## config.mk

```make
export PLATFORM = sky130hd
export DESIGN_NAME = lcd_bus_seq
export DESIGN_NICKNAME = d
export VERILOG_FILES = /design/src/rtl/lcd_seq_pkg.sv /design/src/rtl/lcd_half_tick.sv /design/src/rtl/lcd_beat_ctr.sv /design/src/rtl/lcd_bus_seq.sv
export SDC_FILE = /design/constraint.sdc
export NUM_CORES = 1
export LEC_CHECK = 0
export ABC_AREA = 1
export CAP_MARGIN = 15
export CORE_ASPECT_RATIO = 0.6
export CORE_MARGIN = 2
export CORE_UTILIZATION = 35
export DETAILED_ROUTE_END_ITERATION = 16
export DONT_BUFFER_PORTS = 1
export SLEW_MARGIN = 20
export SYNTH_ARGS = -nofsm -noshare
export SYNTH_HDL_FRONTEND = slang
export SYNTH_SLANG_ARGS = --single-unit
```

## constraint.sdc

```tcl
create_clock -name clk -period 2.2 [get_ports clk]
set_input_delay 0.22 -clock clk [delete_from_list [all_inputs] [get_ports clk]]
set_output_delay 0.22 -clock clk [all_outputs]
set_load 0.05 [all_outputs]
```

## src/rtl/lcd_seq_pkg.sv

```systemverilog
package lcd_seq_pkg;
  typedef enum logic [2:0] {
    S_IDLE,
    S_SETUP,
    S_CMD_HI,
    S_TURN,
    S_GAP,
    S_DHI,
    S_TAIL
  } seq_state_t;
endpackage

```

## src/rtl/lcd_half_tick.sv

```systemverilog
module lcd_half_tick #(
  parameter int HDW = 8
) (
  input  logic           clk,
  input  logic           rst,
  input  logic           run,
  input  logic [HDW-1:0] reload,
  output logic           tick
);
  logic [HDW-1:0] cnt_q;

  assign tick = run && (cnt_q == '0);

  always_ff @(posedge clk) begin
    if (rst) begin
      cnt_q <= '0;
    end else if (!run || tick) begin
      cnt_q <= reload;
    end else begin
      cnt_q <= cnt_q - 1'b1;
    end
  end

  // the half-period counter never exceeds the latched reload value
  a_r4_cnt_bounded: assert property (@(posedge clk) disable iff (rst)
    run |-> (cnt_q <= reload));
endmodule

```

## src/rtl/lcd_beat_ctr.sv

```systemverilog
module lcd_beat_ctr #(
  parameter int CW = 6
) (
  input  logic          clk,
  input  logic          rst,
  input  logic          load,
  input  logic [CW-1:0] limit,
  input  logic          step,
  output logic [CW-1:0] idx,
  output logic          last
);
  logic [CW-1:0] idx_q;
  logic [CW-1:0] limit_q;

  assign idx  = idx_q;
  assign last = (idx_q == limit_q);

  always_ff @(posedge clk) begin
    if (rst) begin
      idx_q   <= '0;
      limit_q <= '0;
    end else if (load) begin
      idx_q   <= '0;
      limit_q <= limit;
    end else if (step && !last) begin
      idx_q <= idx_q + 1'b1;
    end
  end

  // the beat index stays inside the requested beat range
  a_r5_idx_in_range: assert property (@(posedge clk) disable iff (rst)
    idx_q <= limit_q);
endmodule

```

## src/rtl/lcd_bus_seq.sv

```systemverilog
module lcd_bus_seq
  import lcd_seq_pkg::*;
#(
  parameter int DW        = 8,
  parameter int MAX_BEATS = 32,
  parameter int HDW       = 8,
  localparam int BW       = $clog2(MAX_BEATS),
  localparam int CW       = $clog2(MAX_BEATS + 1)
) (
  input  logic           clk,
  input  logic           rst,
  input  logic           req_valid,
  input  logic [DW-1:0]  req_cmd,
  input  logic           req_read,
  input  logic [BW-1:0]  req_beats_m1,
  input  logic           req_dummy,
  input  logic [HDW-1:0] half_div,
  output logic           busy,
  output logic           done,
  input  logic [DW-1:0]  wr_data,
  output logic           wr_take,
  output logic [DW-1:0]  rd_data,
  output logic           rd_valid,
  output logic           lcd_cs_n,
  output logic           lcd_rs,
  output logic           lcd_rw,
  output logic           lcd_en,
  output logic [DW-1:0]  lcd_dout,
  output logic           lcd_doe,
  input  logic [DW-1:0]  lcd_din
);
  seq_state_t     state_q;
  logic [HDW-1:0] hdiv_q;
  logic [DW-1:0]  cmd_q;
  logic           rd_q;
  logic           dummy_q;
  logic           start;
  logic           tick;
  logic [HDW-1:0] reload;
  logic [CW-1:0]  beat_limit;
  logic [CW-1:0]  beat_idx;
  logic           beat_last;
  logic           beat_step;
  logic           keep_beat;

  assign start      = (state_q == S_IDLE) && req_valid;
  assign busy       = (state_q != S_IDLE);
  assign reload     = (state_q == S_IDLE) ? half_div : hdiv_q;
  assign beat_limit = CW'(req_beats_m1) + CW'(req_read & req_dummy);
  assign beat_step  = (state_q == S_DHI) && tick;
  assign keep_beat  = !(dummy_q && (beat_idx == '0));

  lcd_half_tick #(.HDW(HDW)) u_tick (
    .clk    (clk),
    .rst    (rst),
    .run    (busy),
    .reload (reload),
    .tick   (tick)
  );

  lcd_beat_ctr #(.CW(CW)) u_beats (
    .clk   (clk),
    .rst   (rst),
    .load  (start),
    .limit (beat_limit),
    .step  (beat_step),
    .idx   (beat_idx),
    .last  (beat_last)
  );

  always_ff @(posedge clk) begin
    if (rst) begin
      state_q  <= S_IDLE;
      hdiv_q   <= '0;
      cmd_q    <= '0;
      rd_q     <= 1'b0;
      dummy_q  <= 1'b0;
      lcd_cs_n <= 1'b1;
      lcd_rs   <= 1'b1;
      lcd_rw   <= 1'b1;
      lcd_en   <= 1'b0;
      lcd_dout <= '0;
      lcd_doe  <= 1'b0;
      wr_take  <= 1'b0;
      rd_valid <= 1'b0;
      rd_data  <= '0;
      done     <= 1'b0;
    end else begin
      wr_take  <= 1'b0;
      rd_valid <= 1'b0;
      done     <= 1'b0;
      unique case (state_q)
        S_IDLE: begin
          if (req_valid) begin
            hdiv_q   <= half_div;
            cmd_q    <= req_cmd;
            rd_q     <= req_read;
            dummy_q  <= req_read & req_dummy;
            lcd_cs_n <= 1'b0;
            lcd_rs   <= 1'b0;
            lcd_rw   <= 1'b0;
            lcd_doe  <= 1'b1;
            state_q  <= S_SETUP;
          end
        end
        S_SETUP: begin
          if (tick) begin
            lcd_en   <= 1'b1;
            lcd_dout <= cmd_q;
            state_q  <= S_CMD_HI;
          end
        end
        S_CMD_HI: begin
          if (tick) begin
            lcd_en  <= 1'b0;
            state_q <= S_TURN;
          end
        end
        S_TURN: begin
          if (tick) begin
            lcd_rs  <= 1'b1;
            lcd_rw  <= rd_q;
            lcd_doe <= !rd_q;
            state_q <= S_GAP;
          end
        end
        S_GAP: begin
          if (tick) begin
            lcd_en <= 1'b1;
            if (!rd_q) begin
              lcd_dout <= wr_data;
              wr_take  <= 1'b1;
            end
            state_q <= S_DHI;
          end
        end
        S_DHI: begin
          if (tick) begin
            lcd_en <= 1'b0;
            if (rd_q && keep_beat) begin
              rd_data  <= lcd_din;
              rd_valid <= 1'b1;
            end
            state_q <= beat_last ? S_TAIL : S_GAP;
          end
        end
        S_TAIL: begin
          if (tick) begin
            lcd_cs_n <= 1'b1;
            lcd_rs   <= 1'b1;
            lcd_rw   <= 1'b1;
            lcd_doe  <= 1'b0;
            done     <= 1'b1;
            state_q  <= S_IDLE;
          end
        end
        default: state_q <= S_IDLE;
      endcase
    end
  end

  // idle bus levels whenever no transaction runs
  a_r1_idle_levels: assert property (@(posedge clk) disable iff (rst)
    !busy |-> (lcd_cs_n && lcd_rs && lcd_rw && !lcd_en));
  // the strobe only pulses inside chip select
  a_r2_en_in_cs: assert property (@(posedge clk) disable iff (rst)
    lcd_en |-> !lcd_cs_n);
  // register select moves only while the strobe is low
  a_r3_rs_moves_en_low: assert property (@(posedge clk) disable iff (rst)
    (lcd_rs != $past(lcd_rs)) |-> !lcd_en);
  // read/write is steady through the data phase
  a_r3_rw_steady: assert property (@(posedge clk) disable iff (rst)
    (!lcd_cs_n && lcd_rs && $past(!lcd_cs_n && lcd_rs)) |-> $stable(lcd_rw));
  // bus released while reading
  a_r6_no_drive_on_read: assert property (@(posedge clk) disable iff (rst)
    (!lcd_cs_n && lcd_rw) |-> !lcd_doe);
  // write byte consumed at a strobe rising edge of a write
  a_r5_take_at_rise: assert property (@(posedge clk) disable iff (rst)
    wr_take |-> (lcd_en && !$past(lcd_en) && !lcd_rw));
  // read byte delivered at a strobe falling edge of a read
  a_r6_valid_at_fall: assert property (@(posedge clk) disable iff (rst)
    rd_valid |-> (!lcd_en && $past(lcd_en) && lcd_rw));
  // done is a single-cycle pulse
  a_r8_done_single: assert property (@(posedge clk) disable iff (rst)
    done |=> !done);
endmodule

```

# Word-level counts from Yosys, hierarchy flattened
# Index checks and enable logic that the tools add are counted.
# W data, S select, Z words.
# op_classes
shift,0
eq_ne,18
reduce_logical,35
add_sub_neg,3
n_mux,29
mul,0
n_bitwise,6
order_cmp,0
div,0
# ops
op,count
$mux W8,5
$mux W3,7
$pmux W3 S7,1
$ne A2 B2 Y1 const B,8
$pmux W8 S2,1
$reduce_and A3 Y1,4
$reduce_or A2 Y1,5
$eq A3 B3 Y1 const B,3
$mux W1,9
$logic_not A8 Y1,1
$reduce_and A4 Y1,2
$reduce_bool A2 Y1,4
$sub A8 B1 Y8 const B,1
$reduce_and A7 Y1,1
$add A5 B1 Y6,1
$add A6 B1 Y6 const B,1
$eq A3 B2 Y1 const B,2
$eq A6 B6 Y1,1
$logic_and A1 B1 Y1,6
$logic_not A6 Y1,1
$ne A2 B1 Y1 const B,3
$pmux W1 S2,3
$pmux W1 S3,2
$reduce_bool A3 Y1,2
other kinds (9),17
# totals
mem_bits_rw,0
n_memories,0
mem_bits_ro,0
in_bits,42
wordCells,109
out_inout_bits,25
latch_bits,0
regBits,65

# Longest topological paths before layout
# Gate-level depths: netlist of run 1.
# logic_depth
ltp_word,5
ltp_mapped,11
depth_no_buf,11

# By module
# A second synthesis of run 1 with hierarchy kept.
# unflattened
hier_cells,481
hier_area_um2,3315.7
# by_module_without_submodules
mod,instances,cells_per_inst,seq_area_each_um2,area_per_inst_um2
lcd_bus_seq,1,296,900.9,2147.1
lcd_beat_ctr,1,95,240.2,629.4
lcd_half_tick,1,90,160.2,539.3

# Worst setup path after synthesis of run 1
# No wires, ideal clock.
# synth_path
path_type,register to register
from,register state_q[1]
to,register lcd_rw
synth_period_minus_slack_ps,1560
arrival_time_ps,1440
n_path_buf,1
setup_slack_ps,640
setup_time_ps,120
t_required_ps,2080
path_stages_with_launch,10
path_cell_list,dfxtp_1 -> buf_2 -> nor2_2 -> nand2_2 -> inv_2 -> nor2_4 -> nor2_1 -> inv_2 -> a21oi_1 -> o21ai_1
# synth_via
elab_chain_len,4
elab_cells_between_ends,11
classes_between,5 x eq/ne; 1 x mux; 5 x reduce/logical
# synth_lines
item,line_no,text
from (decl),lcd_bus_seq.sv:32,seq_state_t state_q;
from (signal assigned),lcd_bus_seq.sv:144,state_q <= beat_last ? S_TAIL : S_GAP;
$reduce_bool A3 Y1 (*),lcd_bus_seq.sv:47,assign busy = (state_q != S_IDLE);
named net busy,lcd_bus_seq.sv:18,"output logic busy,"
$logic_and A1 B1 Y1 (*),lcd_half_tick.sv:12,assign tick = run && (cnt_q == '0);
$ne A2 B2 Y1 (no source line),--,
$reduce_and A4 Y1 (no source line) (*),--,
to (signal assigned),lcd_bus_seq.sv:122,lcd_rw <= rd_q;
to (decl),lcd_bus_seq.sv:26,"output logic lcd_rw,"
# Mark *: on every way through the listed nets, which the timed path passes. The rest lies on a longest branch.
# A chain may end at the register's enable or synchronous reset.

# Worst setup path in the final report of run 1
# layout_path
from,register u_tick.cnt_q[0]
to,register u_beats.idx_q[1] (netlist: u_beats.idx[1])
# layout_via
elab_chain_len,4
# layout_lines
item,line_no,text
from (decl),lcd_half_tick.sv:10,logic [HDW-1:0] cnt_q;
from (signal assigned),lcd_half_tick.sv:18,cnt_q <= reload;
from (signal assigned),lcd_half_tick.sv:20,cnt_q <= cnt_q - 1'b1;
$logic_not A8 Y1,lcd_half_tick.sv:12,
$logic_and A1 B1 Y1,lcd_half_tick.sv:12,
$logic_and A1 B1 Y1,lcd_bus_seq.sv:50,assign beat_step = (state_q == S_DHI) && tick;
$logic_and A1 B1 Y1,lcd_beat_ctr.sv:25,end else if (step && !last) begin
to (signal assigned),lcd_beat_ctr.sv:26,idx_q <= idx_q + 1'b1;
to (decl),lcd_beat_ctr.sv:12,logic [CW-1:0] idx_q;
# No other way between the ends.

==> results of run 1 <==
[worst paths after layout]
path	slack (ns)	end	start	cells after the start
max	0.47	u_beats.idx[1]$_SDFFE_PP0P_	u_tick.cnt_q[0]$_SDFF_PP0_	9
max reg2reg	0.47	u_beats.idx[1]$_SDFFE_PP0P_	u_tick.cnt_q[0]$_SDFF_PP0_	9
min	0.03	rd_data[2]$_SDFFE_PP0P_	lcd_din[2]	2
min reg2reg	0.46	cmd_q[7]$_SDFFE_PP0P_	cmd_q[7]$_SDFFE_PP0P_	2
[per-layer routing]
layer,GRT usage,share of wire
met2,0.247,0.41
met1,0.230,0.50
met5,0,0
met3,0.0775,0.083
met4,0.0333,0.0089
[metrics by stage]
step	power [mW]	std cells	hold WS (ns)
after global routing	5.08	553	0.0326
after global placement	3.18	535	0.292
final	4.74	553	0.0290
after CTS	4.77	553	0.0192
after floorplan	2.86	434	0.355
after detailed placement	3.22	535	0.295
[cells in the mapped netlist]
cell type  number  area [sq um]
buf_4           2          15.0
nor4_1          1          6.26
o21ai_1        10          50.1
buf_2           7          35.0
nor2_4          2          22.5
xnor2_1         1          8.76
nand2_4         1          11.3
nand4_1         4          25.0
nand2_2         2          12.5
a21oi_1        29           145
nand3b_1        1          7.51
o21ai_0         9          45.0
o22ai_1         5          31.3
dfxtp_1        65          1300
clkinv_2        1          5.00
a31oi_1         8          50.1
inv_1          39           146
o211ai_4        1          21.3
clkbuf_1        6          22.5
xor2_1          7          61.3
nor2_2          6          37.5
mux2_2          8          90.1
nor2_1         52           195
nor3_1          1          5.00
buf_6           1          11.3
nand2_1       121           454
ha_1            6          75.1
o21ai_2         1          8.76
nor2_8          1          20.0
inv_2           9          33.8
nand3_1        27           135
[kinds of logic after synthesis]
kind of cell,synth area share
AOI/OAI and AO/OA,0.114
xor gates and xnor gates,0.0227
adders and majority gates,0.0243
buffers and inverters,0.0871
DFF,0.421
muxes,0.0292
and+or+nand+nor,0.302
[flip-flops by register name, summed over array words and instances, names as in the netlist, 3 cells and up]
| name | flops |
|---|---|
| u_beats.limit_q | 6 |
| lcd_dout | 8 |
| cmd_q | 8 |
| u_tick.cnt_q | 8 |
| state_q | 3 |
| u_beats.idx | 6 |
| rd_data | 8 |
| hdiv_q | 8 |
[power breakdown]
group          total, mW  internal, mW  switching [mW]
registers           1.71          1.39           0.318
logic               1.51         0.475            1.04
clock network       1.52         0.997           0.527
total               4.74          2.86            1.88
[layout make-up]
type	count	area share
clock buffer	10	0.0648
clock inverter	6	0.0258
inverter	49	0.0524
multi-input combinational	304	0.430
sequential	65	0.368
tap	112	0.0397
timing repair buffer	7	0.0191
[repair_timing]
action,in CTS,in global routing
endpoints found under the setup margin,0,0
resized for setup,0,0
hold buffers,2,0
endpoints found under the hold margin,31,0
==> impl_metrics.yaml, run 1 <==
status:
  status: "finished clean"
placement:
  placed_area_sq_mm: 0.00318
  place.gp.congestion: 0.866
  dp_worst_setup_slack_ns: 0.496
  hpwl_microns: 5560
  portBuffers: 0
setup_path:
  crit_path_start_kind: "register"
  path_max_fanout: 6
  crit_path_end_kind: "register"
  arrival_ns: 1.92
  cpPeakStageDelay_ns: 0.29
  slowest_stage: "dfxtp_1"
  crit_buf_inv: 1
  path_delay_family: "simple AND/OR/NAND/NOR gates"
  required_ns: 2.38
  crit_chain: "inv_1 > ha_1 > nand3_1 > nor2_4 > nand2_4 > nor2_2 > nand2_1 > nand2_1 > a21oi_1"
  crit_top_cell: "nand2_1"
  crit_type: "register to register"
drt:
  wl_per_cell_microns: 14.0
  totalWireLength_microns: 7750
  drt_iter0_markers: 190
  via_count: 2715
  drtPass1Iterations: 4
  viasPerCell: 4.91
  drc_errors: 0
  antenna_left: 0
grt:
  grt_pass1_vias: 2559
  grt_pass1_wl_microns: 13000
  grt_max_degree: 32
  antenna_found_initial: 0
  gr-total-overflow: 0
  grt.total_usage: 0.169
yosys:
  yosysSeqAreaShare: 0.421
  synth_warnings: 0
  synth-seq-cells: 65
  synth_cells: 434
  syn_nets: 482
  netlist_area_sq_mm: 0.00309
  avgSynthCellArea_sq_um: 7.12
  yosys.cell_types.count: 31
die:
  coreArea_sq_mm: 0.00856
  rows: 26
  dieWidth_microns: 125
  start_util: 0.361
  io_pins: 67
  dieArea_sq_mm: 0.00962
  die_h_microns: 76.8
sta:
  min_period_over_period: 0.787
  tightest_slew_ns: 0.589
  fin_ws_ns: 0.468
  max_freq_mhz: 577
  slew_headroom: 0.606
  finalSetupViolations: 0
  final_max_slew_viol_count: 0
  finalHoldViolCount: 0
  clock_skew_ns: 0.00848
  rsz0062_at_grt: "no"
  finalSetupTns_ns: 0
  min_period_ns: 1.73
finish:
  diodes: 0
  ff_latch_area_sq_mm: 0.00130
  layout_commonest_cell: "nand2_1"
  multi_input_area_sq_mm: 0.00152
  drive_above_1_share: 0.120
  mostFrequentLayoutCells: "121 x nand2_1, 65 x dfxtp_1, 52 x nor2_1"
  utilization: 0.413
  nets: 484
  areaGrowthSynthToFinish_pct: 14.4
  post-route-cell-area_sq_mm: 0.00353
  nFillCells: 881
clock_network:
  cts.reportedPaths.clkPinSlew_ns: 0.06
  clockRootBuffer: "clkbuf_16"
  clock_latency_ns: 0.33
  cts_setup_buffers: 0
  htreeDepth: 3
  cts_made_buffers: 9
  cts_buffer_depth: 2
  cts_tree: "built"
  clock-sinks: 65
power_and_ir_drop:
  p_leak_nw: 1.53
  power_density_mw_per_mm2: 1340
  ir_worst_vdd_mv: 0.466
min_path:
  hold_path.class: "input port to register"
flow_run:
  drv_cap: 0
Power figures use the tool's default switching activity.
==> run 2, diff against run 1 <==
clock period = 1.5 ns   (was 2.2 ns; I/O delays follow)
==> impl_metrics.yaml, run 2 (synthesis results as in run 1) <==
finish:
  layout_commonest_cell: "nand2_1"
  mostFrequentLayoutCells: "115 x nand2_1, 58 x dfxtp_1, 52 x buf_4"
  post-route-cell-area_sq_mm: 0.00437
  nFillCells: 803
  areaGrowthSynthToFinish_pct: 41.4
  diodes: 0
  utilization: 0.510
  final_cells: 631
  drive_above_1_share: 0.266
  nets: 563
die:
  dieWidth_microns: 125
  rows: 26
  dieArea_sq_mm: 0.00962
  start_util: 0.361
  coreArea_sq_mm: 0.00856
  die_h_microns: 76.8
  io_pins: 67
placement:
  hpwl_microns: 5980
  dp.cells: 583
  portBuffers: 0
  placed_area_sq_mm: 0.00357
  place.gp.congestion: 0.880
clock_network:
  cts_tree: "built"
  cts_made_buffers: 9
  cts_buffer_depth: 2
  cts.reportedPaths.clkPinSlew_ns: 0.05
  htreeDepth: 3
  clock_latency_ns: 0.33
  clockRootBuffer: "clkbuf_16"
  clock-sinks: 65
setup_path:
  slowest_stage: "dfxtp_2"
  crit_chain: "inv_2 > ha_4 > nand3_2 > nor2_4 > inv_2 > nor2_4 > inv_2 > nor2_8 > buf_12 > o21ai_2 > nor2_1"
  rr_worst_depth: 11
  crit_top_cell: "inv_2"
  cpPeakStageDelay_ns: 0.32
  crit_type: "register to register"
  cp.depth: 11
  worstReg2RegStart: "u_tick.cnt_q[1]$_SDFF_PP0_"
  crit_path_end_kind: "register"
  crit_path_start_kind: "register"
  required_ns: 1.77
  critPathLaunch: "u_tick.cnt_q[1]$_SDFF_PP0_"
  crit_buf_inv: 4
  r2r_setup_slack_ns: 0.04
  arrival_ns: 1.74
  r2r-end: "rd_data[2]$_SDFFE_PP0P_"
  path_max_fanout: 8
  setup.worst_path.end: "rd_data[2]$_SDFFE_PP0P_"
  path_delay_family: "simple AND/OR/NAND/NOR gates"
sta:
  final_max_slew_viol_count: 0
  min_period_over_period: 0.976
  finalHoldViolCount: 0
  clock_skew_ns: 0.00486
  rsz0062_at_grt: "yes"
  finalSetupViolations: 0
  min_period_ns: 1.46
  slew_headroom: 0.666
  tightest_slew_ns: 0.500
  finalSetupTns_ns: 0
  max_freq_mhz: 683
drt:
  via_count: 3053
  drtPass1Iterations: 4
  wl_per_cell_microns: 13.7
  totalWireLength_microns: 8670
  antenna_left: 0
  drc_errors: 0
  drt_iter0_markers: 209
  viasPerCell: 4.84
grt:
  grt_pass1_wl_microns: 13500
  grt.total_usage: 0.176
  grt_max_degree: 33
  grt_pass1_vias: 2882
  gr-total-overflow: 0
  antenna_found_initial: 0
min_path:
  hold_path.class: "input port to register"
flow_run:
  drv_cap: 0
power_and_ir_drop:
  p_total_mw: 7.85
  power_density_mw_per_mm2: 1800
  ir_worst_vdd_mv: 1.01
  p_leak_nw: 1.93
status:
  status: "finished clean"
-- run 2: how the worst min path moves through the flow --
stage                    startpoint                              end  slack (ns)  cells past startpoint
finish              req_beats_m1[4]  u_beats.limit_q[4]$_SDFFE_PP0P_        0.05                      2
global route        req_beats_m1[4]  u_beats.limit_q[4]$_SDFFE_PP0P_        0.04                      2
CTS                 req_beats_m1[4]  u_beats.limit_q[4]$_SDFFE_PP0P_        0.04                      2
detailed placement              rst       u_tick.cnt_q[2]$_SDFF_PP0_        0.22                      1
global placement                rst           hdiv_q[7]$_SDFFE_PP0P_        0.22                      1
floorplan                lcd_din[0]          rd_data[0]$_SDFFE_PP0P_        0.28                      2
-- run 2: layout make-up --
cell class              count  area, sq um  area share
multi-input cells         305         1660       0.381
well taps                 112          140      0.0321
flip-flops and latches     65         1310       0.300
repair buffers             85          753       0.172
inverters                  49          191      0.0438
clock buffers              10          229      0.0524
clock inverters             5         81.3      0.0186
-- run 2: power breakdown --
group          internal (mW)  total, mW  switching [mW]
Sequential              2.04       2.25           0.205
Clock                   1.44       2.21           0.769
Combinational           1.28       3.39            2.11
Total                   4.77       7.85            3.08
-- run 2: metal layers --
layer | wire length (microns) | track usage | up-vias
li1 | - | - | 1547
met1 | 4210 | 0.232 | 1410
met2 | 3720 | 0.270 | 88
met3 | 670 | 0.0649 | 8
met4 | 76 | 0.0511 | 0
met5 | 0 | 0 | -
-- run 2: through the flow --
step	setup slack (ns)	hold WS [ns]
after global placement	-0.0208	0.223
after detailed placement	-0.0535	0.224
after floorplan	0.000156	0.285
final	0.0358	0.0466
after CTS	0.00193	0.0403
after global routing	-0.0549	0.0404
-- run 2: what timing repair did --
| item | CTS | global route |
|---|---|---|
| gates resized for setup | 14 | 34 |
| hold buffers | 29 | 0 |
| setup buffers | 3 | 1 |
| pin swaps | 5 | 10 |
| endpoints found under the hold margin | 43 | 0 |
| setup endpoints to repair | 13 | 39 |
| cloned | 0 | 1 |
